**src/rtl/adc_seq_pkg.sv**
```systemverilog
package adc_seq_pkg;

  typedef enum logic [2:0] {
    ST_OFF,
    ST_SETTLE,
    ST_IDLE,
    ST_SAMPLE,
    ST_CONV
  } seq_state_t;

  localparam longint unsigned PERIOD_MIN_NS = 64'd500;
  localparam longint unsigned PERIOD_MAX_NS = 64'd10000;

  // Converter period in ns is 2^code * 1e6 / f_kHz; compare without division.
  function automatic logic clk_code_bad(input int unsigned code,
                                        input longint unsigned f_khz);
    longint unsigned scaled;
    scaled = (64'd1 << code) * 64'd1000000;
    return (scaled < PERIOD_MIN_NS * f_khz) || (scaled > PERIOD_MAX_NS * f_khz);
  endfunction

endpackage

```
**src/rtl/adc_prescaler.sv**
```systemverilog
module adc_prescaler #(
  parameter int SEL_W = 3
) (
  input  logic             clk,
  input  logic             rst_n,
  input  logic             hold_zero,
  input  logic             restart,
  input  logic             sel_load,
  input  logic [SEL_W-1:0] sel_in,
  output logic             tick
);
  localparam int DIV_W = (1 << SEL_W) - 1;

  logic [SEL_W-1:0] sel_q;
  logic [DIV_W-1:0] cnt_q;
  logic [DIV_W:0]   span;
  logic [DIV_W-1:0] term;

  // Terminal count is 2^sel - 1; span[DIV_W] is set only for the largest code.
  assign span = {{DIV_W{1'b0}}, 1'b1} << sel_q;
  assign term = span[DIV_W-1:0] - DIV_W'(1);
  assign tick = (cnt_q == term);

  always_ff @(posedge clk or negedge rst_n) begin
    if (!rst_n) begin
      sel_q <= '0;
    end else if (sel_load) begin
      sel_q <= sel_in;
    end
  end

  always_ff @(posedge clk or negedge rst_n) begin
    if (!rst_n) begin
      cnt_q <= '0;
    end else if (hold_zero || restart || tick) begin
      cnt_q <= '0;
    end else begin
      cnt_q <= cnt_q + DIV_W'(1);
    end
  end

endmodule

```
**src/rtl/adc_phase_ctrl.sv**
```systemverilog
module adc_phase_ctrl
  import adc_seq_pkg::*;
#(
  parameter int SAMPLE_CYC = 4,
  parameter int SETTLE_CYC = 16
) (
  input  logic       clk,
  input  logic       rst_n,
  input  logic       en,
  input  logic       start,
  input  logic       tick,
  input  logic       last_bit,
  output seq_state_t state,
  output logic       accept,
  output logic       conv_enter,
  output logic       conv_step,
  output logic       sel_load,
  output logic       pre_hold
);
  localparam int SET_W  = $clog2(SETTLE_CYC + 1);
  localparam int SAMP_W = $clog2(SAMPLE_CYC + 1);

  seq_state_t       state_q;
  logic [SET_W-1:0] settle_q;
  logic [SAMP_W-1:0] samp_q;
  logic             pend_q;
  logic             want;
  logic             settle_done;
  logic             conv_done;

  assign want        = start || pend_q;
  assign settle_done = en && (state_q == ST_SETTLE) && tick &&
                       (settle_q == SET_W'(SETTLE_CYC - 1));
  assign accept      = en && want &&
                       ((state_q == ST_IDLE) || settle_done);
  assign conv_enter  = en && (state_q == ST_SAMPLE) && tick &&
                       (samp_q == SAMP_W'(SAMPLE_CYC - 1));
  assign conv_step   = en && (state_q == ST_CONV) && tick;
  assign conv_done   = conv_step && last_bit;
  assign sel_load    = (en && (state_q == ST_OFF)) || accept;
  assign pre_hold    = (state_q == ST_OFF) || !en;
  assign state       = state_q;

  always_ff @(posedge clk or negedge rst_n) begin
    if (!rst_n) begin
      state_q  <= ST_OFF;
      settle_q <= '0;
      samp_q   <= '0;
      pend_q   <= 1'b0;
    end else if (!en) begin
      state_q  <= ST_OFF;
      settle_q <= '0;
      samp_q   <= '0;
      pend_q   <= 1'b0;
    end else begin
      unique case (state_q)
        ST_OFF: begin
          state_q  <= ST_SETTLE;
          settle_q <= '0;
        end
        ST_SETTLE: begin
          pend_q <= pend_q | start;
          if (settle_done) begin
            pend_q   <= 1'b0;
            samp_q   <= '0;
            state_q  <= want ? ST_SAMPLE : ST_IDLE;
          end else if (tick) begin
            settle_q <= settle_q + SET_W'(1);
          end
        end
        ST_IDLE: begin
          if (accept) begin
            samp_q  <= '0;
            state_q <= ST_SAMPLE;
          end
        end
        ST_SAMPLE: begin
          if (conv_enter) begin
            state_q <= ST_CONV;
          end else if (tick) begin
            samp_q <= samp_q + SAMP_W'(1);
          end
        end
        ST_CONV: begin
          if (conv_done) begin
            state_q <= ST_IDLE;
          end
        end
        default: state_q <= ST_OFF;
      endcase
    end
  end

endmodule

```
**src/rtl/adc_sar_core.sv**
```systemverilog
module adc_sar_core #(
  parameter int RES_BITS = 12
) (
  input  logic                clk,
  input  logic                rst_n,
  input  logic                in_conv,
  input  logic                load,
  input  logic                step,
  input  logic                cmp_in,
  output logic                last_bit,
  output logic [RES_BITS-1:0] trial,
  output logic [RES_BITS-1:0] result,
  output logic                eoc
);
  localparam int IDX_W = (RES_BITS > 1) ? $clog2(RES_BITS) : 1;

  logic [RES_BITS-1:0] sar_q;
  logic [RES_BITS-1:0] sar_next;
  logic [RES_BITS-1:0] probe;
  logic [IDX_W-1:0]    idx_q;

  assign probe    = {{(RES_BITS-1){1'b0}}, 1'b1} << idx_q;
  assign last_bit = (idx_q == '0);
  assign trial    = in_conv ? (sar_q | probe) : '0;

  always_comb begin
    sar_next = sar_q;
    sar_next[idx_q] = cmp_in;
  end

  always_ff @(posedge clk or negedge rst_n) begin
    if (!rst_n) begin
      sar_q  <= '0;
      idx_q  <= '0;
      result <= '0;
      eoc    <= 1'b0;
    end else begin
      eoc <= 1'b0;
      if (load) begin
        sar_q <= '0;
        idx_q <= IDX_W'(RES_BITS - 1);
      end else if (step) begin
        sar_q <= sar_next;
        if (last_bit) begin
          result <= sar_next;
          eoc    <= 1'b1;
        end else begin
          idx_q <= idx_q - IDX_W'(1);
        end
      end
    end
  end

endmodule

```
**src/rtl/adc_clk_check.sv**
```systemverilog
module adc_clk_check
  import adc_seq_pkg::*;
#(
  parameter int          SEL_W        = 3,
  parameter int unsigned SYS_FREQ_KHZ = 8000
) (
  input  logic [SEL_W-1:0] clk_sel,
  output logic             clk_bad
);
  localparam int NCODE = 1 << SEL_W;

  logic [NCODE-1:0] bad_vec;

  for (genvar c = 0; c < NCODE; c++) begin : g_code
    assign bad_vec[c] = clk_code_bad(c, longint'(SYS_FREQ_KHZ));
  end

  assign clk_bad = bad_vec[clk_sel];

endmodule

```
**src/rtl/adc_seq_top.sv**
```systemverilog
module adc_seq_top
  import adc_seq_pkg::*;
#(
  parameter int          SEL_W        = 3,
  parameter int          RES_BITS     = 12,
  parameter int          SAMPLE_CYC   = 4,
  parameter int          SETTLE_CYC   = 16,
  parameter int unsigned SYS_FREQ_KHZ = 8000
) (
  input  logic                clk,
  input  logic                rst_n,
  input  logic                en,
  input  logic [SEL_W-1:0]    clk_sel,
  input  logic                start,
  input  logic                cmp_in,
  output logic                sh_ctrl,
  output logic [RES_BITS-1:0] trial,
  output logic                busy,
  output logic                eoc,
  output logic [RES_BITS-1:0] result,
  output logic                clk_bad
);
  seq_state_t state;
  logic       tick;
  logic       accept;
  logic       conv_enter;
  logic       conv_step;
  logic       sel_load;
  logic       pre_hold;
  logic       last_bit;

  adc_prescaler #(.SEL_W(SEL_W)) u_pre (
    .clk       (clk),
    .rst_n     (rst_n),
    .hold_zero (pre_hold),
    .restart   (accept),
    .sel_load  (sel_load),
    .sel_in    (clk_sel),
    .tick      (tick)
  );

  adc_phase_ctrl #(
    .SAMPLE_CYC (SAMPLE_CYC),
    .SETTLE_CYC (SETTLE_CYC)
  ) u_ctrl (
    .clk        (clk),
    .rst_n      (rst_n),
    .en         (en),
    .start      (start),
    .tick       (tick),
    .last_bit   (last_bit),
    .state      (state),
    .accept     (accept),
    .conv_enter (conv_enter),
    .conv_step  (conv_step),
    .sel_load   (sel_load),
    .pre_hold   (pre_hold)
  );

  adc_sar_core #(.RES_BITS(RES_BITS)) u_sar (
    .clk      (clk),
    .rst_n    (rst_n),
    .in_conv  (state == ST_CONV),
    .load     (conv_enter),
    .step     (conv_step),
    .cmp_in   (cmp_in),
    .last_bit (last_bit),
    .trial    (trial),
    .result   (result),
    .eoc      (eoc)
  );

  adc_clk_check #(
    .SEL_W        (SEL_W),
    .SYS_FREQ_KHZ (SYS_FREQ_KHZ)
  ) u_chk_clk (
    .clk_sel (clk_sel),
    .clk_bad (clk_bad)
  );

  assign sh_ctrl = (state == ST_SAMPLE);
  assign busy    = (state == ST_SAMPLE) || (state == ST_CONV);

endmodule

```
**config.mk**
```make
export PLATFORM = sky130hd
export DESIGN_NAME = adc_seq_top
export DESIGN_NICKNAME = d
export VERILOG_FILES = /design/src/rtl/adc_seq_pkg.sv /design/src/rtl/adc_prescaler.sv /design/src/rtl/adc_phase_ctrl.sv /design/src/rtl/adc_sar_core.sv /design/src/rtl/adc_clk_check.sv /design/src/rtl/adc_seq_top.sv
export SDC_FILE = /design/constraint.sdc
export NUM_CORES = 1
export LEC_CHECK = 0
export BUFFER_PORTS_ARGS = -buffer_cell sky130_fd_sc_hd__buf_2
export CAP_MARGIN = 30
export CORE_MARGIN = 4
export CORE_UTILIZATION = 63
export DETAILED_ROUTE_END_ITERATION = 10
export GPL_ROUTABILITY_DRIVEN = 0
export PLACE_DENSITY = 0.85
export SETUP_SLACK_MARGIN = 0.2
export SLEW_MARGIN = 20
export SYNTH_ARGS = -nofsm -noshare
export SYNTH_HDL_FRONTEND = slang
export SYNTH_SLANG_ARGS = --single-unit
```
**constraint.sdc**
```tcl
create_clock -name clk -period 7.15 [get_ports clk]
set_input_delay 1.0725 -clock clk [delete_from_list [all_inputs] [get_ports clk]]
set_output_delay 1.0725 -clock clk [all_outputs]
set_load 0.02 [all_outputs]
```
==> results.tsv <==
stage	metric	value	unit
layout	antenna_cells	0	
global_route	grt_max_degree	52	
setup_path	required	7.34	ns
synthesis	yosysSeqAreaShare	41.1	%
sta	totalNegativeSetupSlack	0	ns
power_and_ir_drop	p_switching	0.254	mW
synthesis	synth_most_common_cell	dfrtp_1	
outcome	status	completed	
global_route	grt_pass1_vias	2500	
clock_tree	cts_tree	built	
power_and_ir_drop	power_frac_seq	45.2	%
route	routed_via_density	5.98	
clock_tree	clk_path_buf_depth	2	
global_route	grt_pass1_wl	11400	um
die	num_rows	25	
synthesis	synth_xor_area_share	2.82	%
die	die_w	78.2	um
place	numPortBuffers	35	
layout	post-route-util	71.1	%
route	num_vias	2506	
power_and_ir_drop	powerDensity	231	nW/um^2
die	core	4750	sq um
synthesis	synth-compound-area-share	16.9	%
clock_tree	clkTransAtPathRegs	0.09	ns
setup_path	critPathKind	reg -> reg	
sta	max_freq	0.278	GHz
clock_tree	cts_root_buf	clkbuf_8	
setup_path	cp.arrival	3.79	ns
route	top_layer_used	met4	
clock_tree	cts_buffers	5	
sta	period_minus_slack	3.60	ns
synthesis	synth_mux_area_share	11.5	%
synthesis	synth_cells	331	
global_route	grt_overflow	0	
sta	hold_viol_final	0	
power_and_ir_drop	p_int	0.526	mW
synthesis	synth_top_family_by_area	simple AND/OR/NAND/NOR gates	
layout	fin_cells	419	
layout	syn_to_final_growth	8.87	%
power_and_ir_drop	swShare	32.6	%
global_route	antenna_found_initial	0	
clock_tree	postCtsSetupRepairBufs	0	
synthesis	synthTopCellsByArea	dfrtp_1 (41%), mux2_2 (9.4%), ha_1 (4.8%), a21oi_1 (4.2%), nor2_1 (4.0%)	
clock_tree	cts_max_level	2	
job	max-cap-violations	0	
route	drcViolationCount	0	
power_and_ir_drop	power_frac_comb	28.1	%
sta	relSlewSlack	38.4	%
layout	drive_gt1_share	22.2	%
sta	rsz0062_at_grt	false	
synthesis	ys_top_cells_by_count	dfrtp_1 (51), nor2_1 (33), nand2_1 (28), a21oi_1 (26), mux2_2 (26)	
route	wirelength	6510	um
die	start_util	65.3	%
synthesis	synth_top_area_share	41.1	%
setup_path	path_max_fanout	28	
sta	drv_slew	0	
layout	nets	371	
place	post-place-cells	411	
die	design.die.area	6110	sq um
sta	layout_worst_path_cycle_share	50.3	%
clock_tree	hold_buffers	0	
route	wl_per_cell	15.5	um
clock_tree	clock_latency	0.30	ns
route	first_pass_iters	4	
route	wl_met1	2960	um
sta	setup_viol	0	
layout	multiInputGateArea	1680	sq um
route	dr_wl_met3	239	um
layout	regArea	1280	sq um
synthesis	syn_area	3100	sq um
sta	tightest_slew	0.925	ns
worst_hold_path	holdCritPathClass	reg -> reg	
place	hpwl	4440	um
route	ant_nets	0	
route	drt_iter0_markers	166	
setup_path	critPathLaunchType	flip-flop	
synthesis	synth_nets	351	
clock_tree	clock_sinks	51	
power_and_ir_drop	leakage	1.65	nW
synthesis	async_reset_ff_share	100	%
die	die_y	78.2	um
synthesis	yosysUniqueCellTypes	48	
power_and_ir_drop	peakVddDrop	0.000202	V
sta	skew	0.0111	ns
synthesis	yosysWarnings	0	
synthesis	netlist.top_cell.by_area	dfrtp_1	
route	met2_length	3220	um
synthesis	ys_seq_elements	51	
synthesis	syn_area_per_cell	9.38	sq um
synthesis	post_synth_and_or_nand_nor_area_fraction	18.0	%
power_and_ir_drop	clkPwrFrac	26.7	%
setup_path	end_kind	flip-flop	
synthesis	synth_edf_count	0	
clock_tree	ctsResizeCount	0	
die	ios	36	
synthesis	synth_top_flop_cell	dfrtp_1	
synthesis	synth_fa_ha_area_share	4.84	%
layout	num-fill-cells	373	
global_route	gr-usage-all-layers	22.9	%
layout by cell type (no fill, tap or decap), types with 4 or more instances in the layout:
master    count
nor2b_1       8
and3_1        7
xnor2_1       8
nand4_1       4
o21ai_0      24
ha_1         12
nor2_1       33
o31ai_1      11
buf_2        35
inv_1        10
nand3_1       8
a21oi_1      25
mux2_2       26
clkbuf_8      6
nand2_1      28
and2_1        6
dfrtp_1      51
sequential cells by signal (all words and copies together) (netlist names):
| register | count |
|---|---|
| u_ctrl.pend_q | 1 |
| u_sar.sar_q | 12 |
| u_sar.idx_q | 4 |
| u_ctrl.samp_q | 3 |
| u_ctrl.state | 3 |
| u_ctrl.settle_q | 5 |
| u_pre.cnt_q | 7 |
| u_sar.eoc | 1 |
| u_pre.sel_q | 3 |
| u_sar.result | 12 |
critical path, stage by stage, from the launching register on:
cell	delay, ns
dfrtp_1	0.50
or3_1	0.41
ha_1	0.29
xnor2_1	0.24
a31oi_1	0.06
a2111o_1	0.35
a21o_1	0.50
nor3_4	0.72
mux2_2	0.41
metrics by stage:
step	instance area, sq um	hold slack [ns]	power (mW)	worst slack (ns)
after floorplan	3100	0.473	0.543	4.24
after global placement	3260	0.485	0.566	3.64
after detailed placement	3260	0.489	0.577	3.55
after CTS	3380	0.511	0.785	3.55
after global routing	3380	0.537	0.832	3.33
final	3380	0.509	0.779	3.55
path summary, 6_finish.rpt:
| path | startpoint | endpoint | slack [ns] | cells after the start |
|---|---|---|---|---|
| max in group asynchronous | rst_n | u_sar.sar_q[2] | 5.84 | 2 |
| worst min-delay path | u_sar.result[11] | u_sar.result[11] | 0.51 | 1 |
| worst min register to register | u_sar.result[11] | u_sar.result[11] | 0.51 | 1 |
| worst max register to register | u_pre.sel_q[2] | u_sar.result[6] | 3.55 | 8 |
| worst max-delay path | u_pre.sel_q[2] | u_sar.result[6] | 3.55 | 8 |
| min in group asynchronous | rst_n | u_ctrl.pend_q | 0.85 | 2 |
area by class of cell:
class,instances,share of cell area (%)
Multi-Input combinational cell,247,49.8
Sequential cell,51,37.8
Timing Repair Buffer,36,5.41
Tap cell,67,2.48
Clock buffer,6,2.44
Inverter,10,1.11
Clock inverter,2,1.04
layer usage:
| metal | global-route usage, % | vias up |
|---|---|---|
| met4 | 6.82 | 0 |
| met2 | 40.2 | 66 |
| met5 | 0 | - |
| li1 | - | 1205 |
| met1 | 28.9 | 1224 |
| met3 | 3.90 | 11 |
logic make-up after synthesis:
| group | after synthesis |
|---|---|
| AOI/OAI and AO/OA | 83 |
| and+or+nand+nor | 111 |
| muxes | 31 |
| buffers and inverters | 33 |
| xor gates and xnor gates | 10 |
| DFF | 51 |
| adders and majority gates | 12 |
power by group through the flow:
stage | logic [mW] | clock network (mW) | registers [mW]
floorplan | 0.220 | 0 | 0.323
global placement | 0.210 | 0 | 0.356
detailed placement | 0.219 | 0 | 0.358
CTS | 0.220 | 0.213 | 0.352
global route | 0.245 | 0.227 | 0.360
finish | 0.219 | 0.208 | 0.353
Power figures use the tool's default switching activity.
